$ cat src/rtl/hsi_seq_pkg.sv
// Shared types for the pixel stream sequencer.
package hsi_seq_pkg;
    // Pass phases, in the order a pass walks through them.
    typedef enum logic [2:0] {
        PH_IDLE = 3'd0,
        PH_SEED = 3'd1,
        PH_BAND = 3'd2,
        PH_CMP  = 3'd3,
        PH_DUMP = 3'd4,
        PH_FIN  = 3'd5
    } seq_phase_t;
endpackage

$ cat src/rtl/seq_phase_ctl.sv
// Pass phase machine: seed fetch, band streaming with stalls, per-pixel
// compare cycle, result walk and finish. Assumes a first-word fall-through
// input FIFO and that the latched counts are at least 1.
module seq_phase_ctl
    import hsi_seq_pkg::*;
#(
    parameter int PIX_W  = 20,
    parameter int BAND_W = 10,
    parameter int NRES   = 40,
    parameter int RSEL_W = 6
) (
    input  logic              clk,
    input  logic              rst_n,
    input  logic              start,
    input  logic [PIX_W-1:0]  cfg_pixels,
    input  logic [BAND_W-1:0] cfg_bands,
    input  logic              in_empty,
    output seq_phase_t        phase,
    output logic              seed_idx,
    output logic [PIX_W-1:0]  pix_cnt,
    output logic [RSEL_W-1:0] dump_cnt
);
    logic [PIX_W-1:0]  np_q;
    logic [BAND_W-1:0] nb_q;
    logic [BAND_W-1:0] band_cnt;

    // Phase transitions and counter updates.
    always_ff @(posedge clk) begin
        if (!rst_n) begin
            phase    <= PH_IDLE;
            seed_idx <= 1'b0;
            band_cnt <= '0;
            pix_cnt  <= '0;
            dump_cnt <= '0;
            np_q     <= '0;
            nb_q     <= '0;
        end else begin
            case (phase)
                PH_IDLE: if (start) begin
                    np_q     <= cfg_pixels;
                    nb_q     <= cfg_bands;
                    seed_idx <= 1'b0;
                    phase    <= PH_SEED;
                end
                PH_SEED: if (!in_empty) begin
                    seed_idx <= 1'b1;
                    if (seed_idx) begin
                        band_cnt <= '0;
                        pix_cnt  <= '0;
                        phase    <= PH_BAND;
                    end
                end
                PH_BAND: if (!in_empty) begin
                    band_cnt <= band_cnt + BAND_W'(1);
                    if (band_cnt == nb_q - BAND_W'(1))
                        phase <= PH_CMP;
                end
                PH_CMP: begin
                    if (pix_cnt == np_q - PIX_W'(1)) begin
                        dump_cnt <= '0;
                        phase    <= PH_DUMP;
                    end else begin
                        pix_cnt  <= pix_cnt + PIX_W'(1);
                        band_cnt <= '0;
                        phase    <= PH_BAND;
                    end
                end
                PH_DUMP: begin
                    dump_cnt <= dump_cnt + RSEL_W'(1);
                    if (dump_cnt == RSEL_W'(NRES - 1))
                        phase <= PH_FIN;
                end
                PH_FIN:  phase <= PH_IDLE;
                default: phase <= PH_IDLE;
            endcase
        end
    end


    band_hold_chk: assert property (@(posedge clk) disable iff (!rst_n)
        (phase == PH_BAND && in_empty) |=> $stable(band_cnt));

    cmp_count_chk: assert property (@(posedge clk) disable iff (!rst_n)
        (phase == PH_CMP) |-> (band_cnt == nb_q));

    cfg_hold_chk: assert property (@(posedge clk) disable iff (!rst_n)
        (phase != PH_IDLE) |=> ($stable(np_q) && $stable(nb_q)));
endmodule

$ cat src/rtl/seq_refill_ctl.sv
// Half-capacity watermark requester. Issues a one-cycle request while the
// pass is feeding and occupancy is at or below half, then waits for the
// transfer engine's completion before it can request again.
module seq_refill_ctl #(
    parameter int DEPTH = 1024,
    parameter int LVL_W = 11
) (
    input  logic             clk,
    input  logic             rst_n,
    input  logic             feeding,
    input  logic [LVL_W-1:0] in_level,
    input  logic             refill_done,
    output logic             refill_req,
    output logic [LVL_W-1:0] refill_len
);
    localparam int HALF = DEPTH / 2;

    logic armed;

    assign refill_len = LVL_W'(HALF);
    assign refill_req = armed && feeding && (in_level <= LVL_W'(HALF));

    // Track whether a new request may be issued.
    always_ff @(posedge clk) begin
        if (!rst_n)
            armed <= 1'b1;
        else if (refill_req)
            armed <= 1'b0;
        else if (refill_done)
            armed <= 1'b1;
    end


    single_req_chk: assert property (@(posedge clk) disable iff (!rst_n)
        refill_req |=> !refill_req);
endmodule

$ cat src/rtl/seq_strobe_map.sv
// Decodes the current phase into the FIFO pop, generator, array and output
// strobes. Purely combinational; data paths pass straight through.
module seq_strobe_map
    import hsi_seq_pkg::*;
#(
    parameter int DATA_W = 16,
    parameter int PIX_W  = 20,
    parameter int RSEL_W = 6
) (
    input  seq_phase_t        phase,
    input  logic              seed_idx,
    input  logic [PIX_W-1:0]  pix_cnt,
    input  logic [RSEL_W-1:0] dump_cnt,
    input  logic              in_empty,
    input  logic [DATA_W-1:0] in_data,
    input  logic [PIX_W-1:0]  res_word,
    output logic              in_rd_en,
    output logic              seed_load,
    output logic              seed_sel,
    output logic [DATA_W-1:0] seed_data,
    output logic              gen_advance,
    output logic              gen_restore,
    output logic              band_valid,
    output logic [DATA_W-1:0] band_data,
    output logic              px_end,
    output logic [PIX_W-1:0]  px_index,
    output logic [RSEL_W-1:0] res_sel,
    output logic              out_wr,
    output logic [PIX_W-1:0]  out_data,
    output logic              feeding,
    output logic              fin
);
    // Strobe decode from the phase and FIFO state.
    always_comb begin
        seed_load   = (phase == PH_SEED) && !in_empty;
        band_valid  = (phase == PH_BAND) && !in_empty;
        gen_advance = band_valid;
        in_rd_en    = seed_load || band_valid;
        px_end      = (phase == PH_CMP);
        gen_restore = px_end;
        out_wr      = (phase == PH_DUMP);
        fin         = (phase == PH_FIN);
        feeding     = (phase == PH_SEED) || (phase == PH_BAND) || (phase == PH_CMP);
    end

    assign seed_sel  = seed_idx;
    assign seed_data = in_data;
    assign band_data = in_data;
    assign px_index  = pix_cnt;
    assign res_sel   = dump_cnt;
    assign out_data  = res_word;
endmodule

$ cat src/rtl/hsi_feed_sequencer.sv
// Top of the pixel stream sequencer. Ties the phase machine, the refill
// watermark unit and the strobe decode together. Assumes the output FIFO
// always has room for a full result walk.
module hsi_feed_sequencer
    import hsi_seq_pkg::*;
#(
    parameter int DATA_W = 16,
    parameter int DEPTH  = 1024,
    parameter int PIX_W  = 20,
    parameter int BAND_W = 10,
    parameter int NSKEW  = 20,
    localparam int LVL_W  = $clog2(DEPTH) + 1,
    localparam int NRES   = 2 * NSKEW,
    localparam int RSEL_W = (NRES > 1) ? $clog2(NRES) : 1
) (
    input  logic              clk,
    input  logic              rst_n,
    input  logic              start,
    input  logic [PIX_W-1:0]  cfg_pixels,
    input  logic [BAND_W-1:0] cfg_bands,
    input  logic [DATA_W-1:0] in_data,
    input  logic              in_empty,
    input  logic [LVL_W-1:0]  in_level,
    output logic              in_rd_en,
    output logic              refill_req,
    output logic [LVL_W-1:0]  refill_len,
    input  logic              refill_done,
    output logic              seed_load,
    output logic              seed_sel,
    output logic [DATA_W-1:0] seed_data,
    output logic              gen_advance,
    output logic              gen_restore,
    output logic              band_valid,
    output logic [DATA_W-1:0] band_data,
    output logic              px_end,
    output logic [PIX_W-1:0]  px_index,
    output logic [RSEL_W-1:0] res_sel,
    input  logic [PIX_W-1:0]  res_word,
    output logic              out_wr,
    output logic [PIX_W-1:0]  out_data,
    output logic              done
);
    seq_phase_t        phase;
    logic              seed_idx;
    logic [PIX_W-1:0]  pix_cnt;
    logic [RSEL_W-1:0] dump_cnt;
    logic              feeding;
    logic              fin;

    seq_phase_ctl #(
        .PIX_W(PIX_W), .BAND_W(BAND_W), .NRES(NRES), .RSEL_W(RSEL_W)
    ) i_phase (
        .clk(clk), .rst_n(rst_n), .start(start),
        .cfg_pixels(cfg_pixels), .cfg_bands(cfg_bands), .in_empty(in_empty),
        .phase(phase), .seed_idx(seed_idx), .pix_cnt(pix_cnt), .dump_cnt(dump_cnt)
    );

    seq_refill_ctl #(.DEPTH(DEPTH), .LVL_W(LVL_W)) i_refill (
        .clk(clk), .rst_n(rst_n), .feeding(feeding), .in_level(in_level),
        .refill_done(refill_done), .refill_req(refill_req), .refill_len(refill_len)
    );

    seq_strobe_map #(.DATA_W(DATA_W), .PIX_W(PIX_W), .RSEL_W(RSEL_W)) i_map (
        .phase(phase), .seed_idx(seed_idx), .pix_cnt(pix_cnt), .dump_cnt(dump_cnt),
        .in_empty(in_empty), .in_data(in_data), .res_word(res_word),
        .in_rd_en(in_rd_en), .seed_load(seed_load), .seed_sel(seed_sel),
        .seed_data(seed_data), .gen_advance(gen_advance), .gen_restore(gen_restore),
        .band_valid(band_valid), .band_data(band_data), .px_end(px_end),
        .px_index(px_index), .res_sel(res_sel), .out_wr(out_wr), .out_data(out_data),
        .feeding(feeding), .fin(fin)
    );

    assign done = fin;


    done_after_wr_chk: assert property (@(posedge clk) disable iff (!rst_n)
        done |-> $past(out_wr));

    cmp_single_chk: assert property (@(posedge clk) disable iff (!rst_n)
        px_end |=> !px_end);

    band_pop_chk: assert property (@(posedge clk) disable iff (!rst_n)
        band_valid |-> (in_rd_en && gen_advance && !seed_load));

    reset_quiet_chk: assert property (@(posedge clk)
        !rst_n |=> !(in_rd_en || px_end || out_wr || done));
endmodule

$ cat config.mk
export PLATFORM = sky130hd
export DESIGN_NAME = hsi_feed_sequencer
export DESIGN_NICKNAME = d
export VERILOG_FILES = /design/src/rtl/hsi_seq_pkg.sv /design/src/rtl/seq_phase_ctl.sv /design/src/rtl/seq_refill_ctl.sv /design/src/rtl/seq_strobe_map.sv /design/src/rtl/hsi_feed_sequencer.sv
export SDC_FILE = /design/constraint.sdc
export NUM_CORES = 1
export LEC_CHECK = 0
export CORE_MARGIN = 4
export CORE_UTILIZATION = 45
export DETAILED_ROUTE_END_ITERATION = 8
export HOLD_SLACK_MARGIN = 0.15
export PLACE_DENSITY_LB_ADDON = 0.3
export RECOVER_POWER = 100
export SYNTH_ARGS = -nofsm -noshare
export SYNTH_HDL_FRONTEND = slang
export SYNTH_SLANG_ARGS = --single-unit
export TNS_END_PERCENT = 5
$ cat constraint.sdc
create_clock -name clk -period 3.7 [get_ports clk]
set_input_delay 0.74 -clock clk [delete_from_list [all_inputs] [get_ports clk]]
set_output_delay 0.74 -clock clk [all_outputs]
set_load 0.02 [all_outputs]
==> flow_metrics.env <==
export IMPL_status="finished clean"
export IMPL_grt_setup_unrepaired="false"
export IMPL_fin_crit_sh_pct=91.8
export IMPL_io_pins=181
export IMPL_syn_to_final_growth_pct=14.9
export IMPL_cpMostUsedCell="or3_1"
export IMPL_io_buffers=81
export IMPL_synth_top_family_by_area="simple AND/OR/NAND/NOR gates"
export IMPL_post_synth_top_area_fraction_pct=29.4
export IMPL_tightestPinTransition_ps=1010
export IMPL_drive_gt1_share_pct=6.27
export IMPL_rows=37
export IMPL_layout_nets=736
export IMPL_dr_pass1_iters=5
export IMPL_crit_start="i_phase.np_q[2]"
export IMPL_clock_latency_ps=340
export IMPL_drtAntennaViolNets=0
export IMPL_hold_viol_final=0
export IMPL_worst_setup_path_end_kind="register"
export IMPL_drc=0
export IMPL_ys_seq_elements=71
export IMPL_dp_slack_ps=201
export IMPL_wire_per_inst_um=15.8
export IMPL_die_h_um=112
export IMPL_synth_xor_area_share_pct=5.80
export IMPL_min_from="i_phase.nb_q[9]"
export IMPL_slowest_stage="a2111oi_0"
export IMPL_async_flop_share_pct=0
export IMPL_syn_inst=633
export IMPL_fmax_mhz=294
export IMPL_netlist_area_sq_mm=0.00483
export IMPL_worstPathCellList="or3_1 -> or3_1 -> a2111oi_0 -> o211ai_1 -> or4_4 -> o41ai_4 -> buf_6 -> o21ai_2 -> a21oi_1"
export IMPL_synth_area_top_cells="dfxtp_1 (29%), buf_4 (10%), nand2_1 (7.2%), a21oi_1 (6.9%), or4_1 (3.4%)"
export IMPL_finalWirelength_mm=12.4
export IMPL_crit_buf_inv=1
export IMPL_reg2reg_slack_ps=300
export IMPL_layout_min_cycle_time_ps=3400
export IMPL_synth_fa_ha_area_share_pct=1.30
export IMPL_track_usage_pct=19.6
export IMPL_drt_initial_drc_count=296
export IMPL_powerDensity_mw_per_mm2=512
export IMPL_die_w_um=112
export IMPL_vdd_ir_drop_max_mv=0.259
export IMPL_drv_cap=0
export IMPL_hp_class="reg2reg"
export IMPL_hold_buffers=0
export IMPL_crit_arrival_ps=3670
export IMPL_yosys_mux_area_fraction_pct=0.829
export IMPL_die_area_sq_mm=0.0125
export IMPL_max_slew_margin_pct=32.4
export IMPL_gp_congestion=0.883
export IMPL_final_area_sq_mm=0.00555
export IMPL_ys_types=62
export IMPL_placed_area_sq_mm=0.00528
export IMPL_post_cts_setup_buffers=0
export IMPL_antenna_cells=0
export IMPL_ys_flop_type="dfxtp_1"
export IMPL_clk_pin_slew_worst_paths_ps=80
export IMPL_syn_area_per_cell_sq_um=7.63
export IMPL_synth_edf_count=0
export IMPL_path_class="reg2reg"
export IMPL_cts_tree="done"
export IMPL_yosys_area_top_type="dfxtp_1"
export IMPL_grt_pass1_vias=4242
export IMPL_total_power_w=0.00284
export IMPL_setup_violations=0
export IMPL_slowest_delay_ps=590
export IMPL_cts_max_level=3
export IMPL_critPathRequiredTime_ps=3970
export IMPL_synth_seq_area_share_pct=29.4
export IMPL_synth_common_cells="nand2_1 (92), dfxtp_1 (71), a21oi_1 (67)"
export IMPL_r2r_start="i_phase.np_q[2]"
export IMPL_setup_slack_ps=303
export IMPL_fin_setup_tns_ps=0
export IMPL_cts_sinks=71
export IMPL_num_vias=4559
export IMPL_cts_root_buf="clkbuf_8"
export IMPL_yosysMostFrequentCell="nand2_1"
export IMPL_crit_family="compound AO/OA/AOI/OAI gates"
export IMPL_synth_warning_count=0
export IMPL_synthSimpleGateAreaFrac_pct=28.9
export IMPL_cp_max_fo=31
export IMPL_hpwl_mm=9.27
export IMPL_viasPerCell=5.77
export IMPL_synth_compound_gate_area_share_pct=18.9
export IMPL_cellLeakagePower_nw=2.08
export IMPL_post_cts_resized=0
export IMPL_grt_pass1_wl_mm=20.5
export IMPL_fp_coreArea_sq_mm=0.0104
export IMPL_initial_core_util_pct=46.6
export IMPL_cts_buffers_inserted=9
export IMPL_grt_max_degree=37
export IMPL_drv_slew=0
export IMPL_antenna_found_initial=0
export IMPL_finalClockSkew_ps=8.98
export IMPL_start_kind="register"
export IMPL_grt_overflow=0
export IMPL_cts_buffer_depth=2
-- worst min-delay path, cell delays in order, from the launching register on --
cell and delay [ps]:
dfxtp_1 320, nand2_1 50, a21oi_1 50
-- flip-flops by register name, summed over array words and instances (netlist names) --
name and cells:
i_phase.np_q 20, i_phase.pix_cnt 20, i_phase.band_cnt 10, i_phase.nb_q 10, i_phase.dump_cnt 6, i_phase.phase 3, i_phase.seed_idx 1, i_refill.armed 1
-- logic make-up (layout without fill, tap and decap cells) --
logic type                 count (synthesis)  in the layout
DFF                                       71             71
other                                      2             11
adders and majority gates                  5              5
buffers and inverters                    112            124
muxes                                      4              4
AOI/OAI and AO/OA                        145            145
and+or+nand+nor                          262            262
xor gates and xnor gates                  32             32
-- report_power, final --
group	leakage (nW)	switching, W	total [W]	internal [W]
combinational	1.37	0.000604	0.00104	0.000435
sequential	0.577	0.000119	0.000961	0.000842
clock	0.134	0.000307	0.000844	0.000537
-- layer usage --
layer / global-route usage [%] / part of all wire (%)
met2: 34.1 / 49
met4: 4.79 / 1.4
met3: 5.92 / 6.4
met1: 23.7 / 43
met5: 0 / 0
-- layout by cell type, fill, tap and decap left out, types with 9 or more instances in the layout --
cell type	n
a21oi_1	67
o21ai_0	13
nand4_1	9
conb_1	11
nand2_1	92
a31oi_1	9
xor2_1	17
o31ai_1	20
or4_1	22
inv_1	15
buf_4	9
clkbuf_8	10
nor2_1	31
clkdlybuf4s50_1	43
dlygate4sd3_1	38
dfxtp_1	71
xnor2_1	15
nor3_1	16
and3_1	9
nand3_1	20
-- path summary, 6_finish.rpt --
kind	end	cells after the start
max	i_phase.band_cnt[6]	9
min reg2reg	i_phase.nb_q[9]	2
min	i_phase.nb_q[9]	2
max reg2reg	i_phase.band_cnt[6]	9
-- per-stage QoR --
stage / util (%) / hold slack (ps) / std cells
floorplan: - / 448 / 642
global placement: 50.9 / 461 / 774
detailed placement: 50.9 / 467 / 774
CTS: 53.5 / 477 / 790
global route: 53.5 / 513 / 790
finish: 53.5 / 470 / 790
-- cell type report --
type / instances / area (sq um)
clock inverter: 5 / 129
timing repair buffer: 92 / 893
inverter: 16 / 60.1
fill: 991 / 4820
tap: 136 / 170
clock buffer: 11 / 141
sequential: 71 / 1420
multi-input combinational: 459 / 2740
Power figures use the tool's default switching activity.
